<file path="config.mk">
export PLATFORM = sky130hd
export DESIGN_NAME = msw_ctrl
export DESIGN_NICKNAME = d
export VERILOG_FILES = /design/src/rtl/msw_pkg.sv /design/src/rtl/msw_state.sv /design/src/rtl/msw_fault.sv /design/src/rtl/msw_ctrl.sv
export SDC_FILE = /design/constraint.sdc
export NUM_CORES = 1
export LEC_CHECK = 0
export BUFFER_PORTS_ARGS = -buffer_cell sky130_fd_sc_hd__buf_2
export CAP_MARGIN = 20
export CORE_AREA = 3 3 40 42
export CTS_CLUSTER_SIZE = 16
export DETAILED_ROUTE_END_ITERATION = 12
export DIE_AREA = 0 0 43 45
export GPL_ROUTABILITY_DRIVEN = 0
export PLACE_DENSITY = 0.63
export SYNTH_ARGS = -nofsm -noshare
export SYNTH_HDL_FRONTEND = slang
export SYNTH_SLANG_ARGS = --single-unit
</file>
<file path="constraint.sdc">
create_clock -name clk -period 1.1 [get_ports clk]
set_input_delay 0.22 -clock clk [delete_from_list [all_inputs] [get_ports clk]]
set_output_delay 0.22 -clock clk [all_outputs]
set_load 0.01 [all_outputs]
</file>
<file path="src/rtl/msw_pkg.sv">
package msw_pkg;
  localparam int MSW_W = 4;
  localparam int PE_B  = 0;
  localparam int MP_B  = 1;
  localparam int EM_B  = 2;
  localparam int TS_B  = 3;

  typedef enum logic [1:0] {
    CLS_OTHER = 2'b00,
    CLS_ESC   = 2'b01,
    CLS_WAIT  = 2'b10,
    CLS_RSVD  = 2'b11
  } ins_cls_e;

  localparam int NM_FAULT_NUM = 7;
endpackage

</file>
<file path="src/rtl/msw_state.sv">
module msw_state
  import msw_pkg::*;
(
  input  logic             clk,
  input  logic             rst_n,
  input  logic             ld_valid,
  input  logic [MSW_W-1:0] ld_data,
  input  logic             clr_ts,
  input  logic             task_sw,
  output logic [MSW_W-1:0] msw
);
  logic [MSW_W-1:0] msw_nxt;

  always_comb begin
    msw_nxt = msw;
    if (ld_valid) begin
      msw_nxt = ld_data;
      // protection enable only accumulates
      msw_nxt[PE_B] = msw[PE_B] | ld_data[PE_B];
    end
    if (clr_ts)  msw_nxt[TS_B] = 1'b0;
    if (task_sw) msw_nxt[TS_B] = 1'b1;
  end

  always_ff @(posedge clk) begin
    if (!rst_n) msw <= '0;
    else        msw <= msw_nxt;
  end
endmodule

</file>
<file path="src/rtl/msw_fault.sv">
module msw_fault
  import msw_pkg::*;
#(
  parameter int VEC_W = 8
) (
  input  logic             clk,
  input  logic             rst_n,
  input  logic             ins_valid,
  input  logic [1:0]       ins_cls,
  input  logic             mp,
  input  logic             em,
  input  logic             ts,
  output logic             fault_valid,
  output logic [VEC_W-1:0] fault_vector
);
  localparam logic [VEC_W-1:0] FVEC = VEC_W'(NM_FAULT_NUM);

  ins_cls_e cls;
  logic     hit;

  always_comb begin
    cls = ins_cls_e'(ins_cls);
    unique case (cls)
      CLS_ESC:  hit = em | ts;
      CLS_WAIT: hit = mp & ts;
      default:  hit = 1'b0;
    endcase
    hit = hit & ins_valid;
  end

  always_ff @(posedge clk) begin
    if (!rst_n) begin
      fault_valid  <= 1'b0;
      fault_vector <= '0;
    end else begin
      fault_valid  <= hit;
      fault_vector <= hit ? FVEC : '0;
    end
  end
endmodule

</file>
<file path="src/rtl/msw_ctrl.sv">
module msw_ctrl
  import msw_pkg::*;
#(
  parameter int VEC_W = 8
) (
  input  logic             clk,
  input  logic             rst_n,
  input  logic             ld_valid,
  input  logic [3:0]       ld_data,
  input  logic             clr_ts,
  input  logic             task_sw,
  input  logic             ins_valid,
  input  logic [1:0]       ins_cls,
  output logic [3:0]       msw_q,
  output logic             prot_mode,
  output logic             fault_valid,
  output logic [VEC_W-1:0] fault_vector
);
  logic [MSW_W-1:0] msw;

  msw_state u_state (
    .clk      (clk),
    .rst_n    (rst_n),
    .ld_valid (ld_valid),
    .ld_data  (ld_data),
    .clr_ts   (clr_ts),
    .task_sw  (task_sw),
    .msw      (msw)
  );

  msw_fault #(.VEC_W(VEC_W)) u_fault (
    .clk          (clk),
    .rst_n        (rst_n),
    .ins_valid    (ins_valid),
    .ins_cls      (ins_cls),
    .mp           (msw[MP_B]),
    .em           (msw[EM_B]),
    .ts           (msw[TS_B]),
    .fault_valid  (fault_valid),
    .fault_vector (fault_vector)
  );

  assign msw_q     = msw;
  assign prot_mode = msw[PE_B];
endmodule

</file>
==> results.yml <==
status:
  status: "finished, final reports clean"
power_and_ir_drop:
  vdd_ir_drop_max_v: 0.0005603
  power.density_nw_per_um2: 1294
  power_leakage_nw: 0.2239
sta:
  min_period_ns: 0.9665
  rsz0062_at_grt: "false"
  fmax_mhz: 1035
  clock_skew_ns: 0.005379
  fin_crit_sh: 0.8786
  fin_setup_tns_ns: 0
  hold_viol_final: 0
  setup_viol: 0
  maxSlewViolCount: 0
detailed_routing:
  ant_nets: 0
  firstDrtPassIters: 1
  drc: 0
  wl_um: 599
  via_per_inst: 3.821
  wire_per_inst_um: 8.940
  num_vias: 256
  drt_iter0_drc: 0
layout:
  area_growth_pct: 21.79
  design_area_sq_um: 391.6
  antenna_cells: 0
  nets: 67
  drive_gt1_frac: 0.4615
  layout.cells.non_filler: 67
global_routing:
  grt_antenna_before_repair: 0
  grt_use_total: 0.07339
  overflow: 0
  grt_max_degree: 7
  grt_pass1_wl_um: 952
  first_global_vias: 245
setup_path:
  cp.buffers_inverters: 1
  crit_path_start_kind: "register"
  cp.required_ns: 0.88
  crit_fanout: 3
  cpLargestDelayFamily: "flip-flops"
  worstPathCellList: "buf_2"
  path_class: "reg -> out"
  cp.arrival_ns: 0.75
  slowest_stage: "dfxtp_1"
  slowest_delay_ns: 0.35
  r2r_slack_ns: 0.37
  crit_path_end_kind: "output port"
placed_design:
  dp_hpwl_um: 507.9
  port_buffers: 20
  placed_cell_area_sq_um: 365.4
  place_inst: 63
die:
  num_rows: 13
  die_w_um: 43
  core-area_sq_um: 1285
  io_pins: 26
  start_util: 0.2502
  die_h_um: 45
  dieArea_sq_um: 1935
cts:
  cts_setup_buffers: 0
  clock_path_buffers: 2
  htreeDepth: 1
  clk_pin_slew_ns: 0.05
  cts_root_buf: "clkbuf_4"
  cts_num_sinks: 5
  cts_made_buffers: 3
  ctsResizeCount: 0
  cts_hold_buf: 0
  insertion_delay_ns: 0.25
  cts_tree: "built"
logic_synthesis:
  seq_area_frac_synth: 0.3113
  ys_types: 12
  syn_inst: 36
  synth_seq_cells: 5
  yosysWarnings: 0
  synth_area_sq_um: 321.6
  avgSynthCellArea_sq_um: 8.932
min_path:
  min_path_type: "in -> reg"
flow_run:
  drv_cap: 0
==> flip-flops by register name, indices dropped and copies added (netlist names) <==
name                  flops
u_state.msw               4
u_fault.fault_vector      1
==> cells in the final DEF, fill, tap and decap left out <==
cell type / n
buf_2: 20
conb_1: 5
dfxtp_1: 5
mux2i_1: 3
nor2b_1: 3
a21oi_1: 3
clkbuf_4: 3
inv_1: 2
nand2_1: 2
ha_1: 2
nor4_2: 1
nand2b_1: 1
o21ai_1: 1
clkbuf_1: 1
==> cell families after synthesis <==
logic type | synth area share
other cells | 0.01166
mux | 0.09339
simple gates | 0.1401
buf+inv | 0.3035
compound gates | 0.06223
flops | 0.3113
fa+ha+maj | 0.07781
==> path summary, 6_finish.rpt <==
path	start	to	cells after the start
hold / removal	task_sw	u_state.msw[3]	3
hold reg to reg	u_state.msw[0]	u_state.msw[0]	2
setup / recovery	u_state.msw[1]	msw_q[1]	1
setup reg to reg	u_state.msw[1]	u_fault.fault_vector[1]	2
==> per-stage QoR <==
| step | util | total power (W) | hold slack, ns | worst slack [ns] |
|---|---|---|---|---|
| floorplan | - | 0.0002720 | 0.3346 | 0.2521 |
| global placement | 0.2843 | 0.0002848 | 0.4262 | 0.1419 |
| detailed placement | 0.2843 | 0.0002875 | 0.4253 | 0.08966 |
| CTS | 0.3048 | 0.0005126 | 0.1654 | 0.1310 |
| global route | 0.3048 | 0.0005401 | 0.1806 | 0.1042 |
| finish | 0.3048 | 0.0005067 | 0.1668 | 0.1335 |
==> area by class of cell <==
cell class | instances | area (sq um)
clock buffers | 4 | 26.28
inverters | 2 | 7.507
flip-flops and latches | 5 | 100.1
fillers | 137 | 893.4
multi-input cells | 21 | 138.9
repair buffers | 20 | 100.1
well taps | 15 | 18.77
==> routing by layer <==
layer	track usage	vias up	wire length [um]
met2	0.1228	19	282
met3	0.03984	3	93
li1	-	129	-
met1	0.06053	105	199
met5	0	-	0
met4	0.07229	0	23
==> Yosys cell counts (all sizes together) <==
| cell | n | area [sq um] |
|---|---|---|
| a21oi | 3 | 15.01 |
| nand2b | 1 | 6.260 |
| nor2b | 3 | 18.77 |
| mux2i | 3 | 30.03 |
| conb | 1 | 3.750 |
| inv | 2 | 7.510 |
| nand2 | 2 | 7.510 |
| o21ai | 1 | 5.000 |
| dfxtp | 5 | 100.1 |
| buf | 12 | 90.09 |
| ha | 2 | 25.02 |
| nor4 | 1 | 12.51 |
==> where the power goes <==
| part | internal, W | switching (W) | total (W) |
|---|---|---|---|
| logic | 0.0000396 | 0.0000437 | 0.0000833 |
| clock network | 0.000138 | 0.0000862 | 0.000224 |
| registers | 0.000192 | 0.00000714 | 0.000199 |
| total | 0.000370 | 0.000137 | 0.000507 |
(Power assumes the default switching activity.)
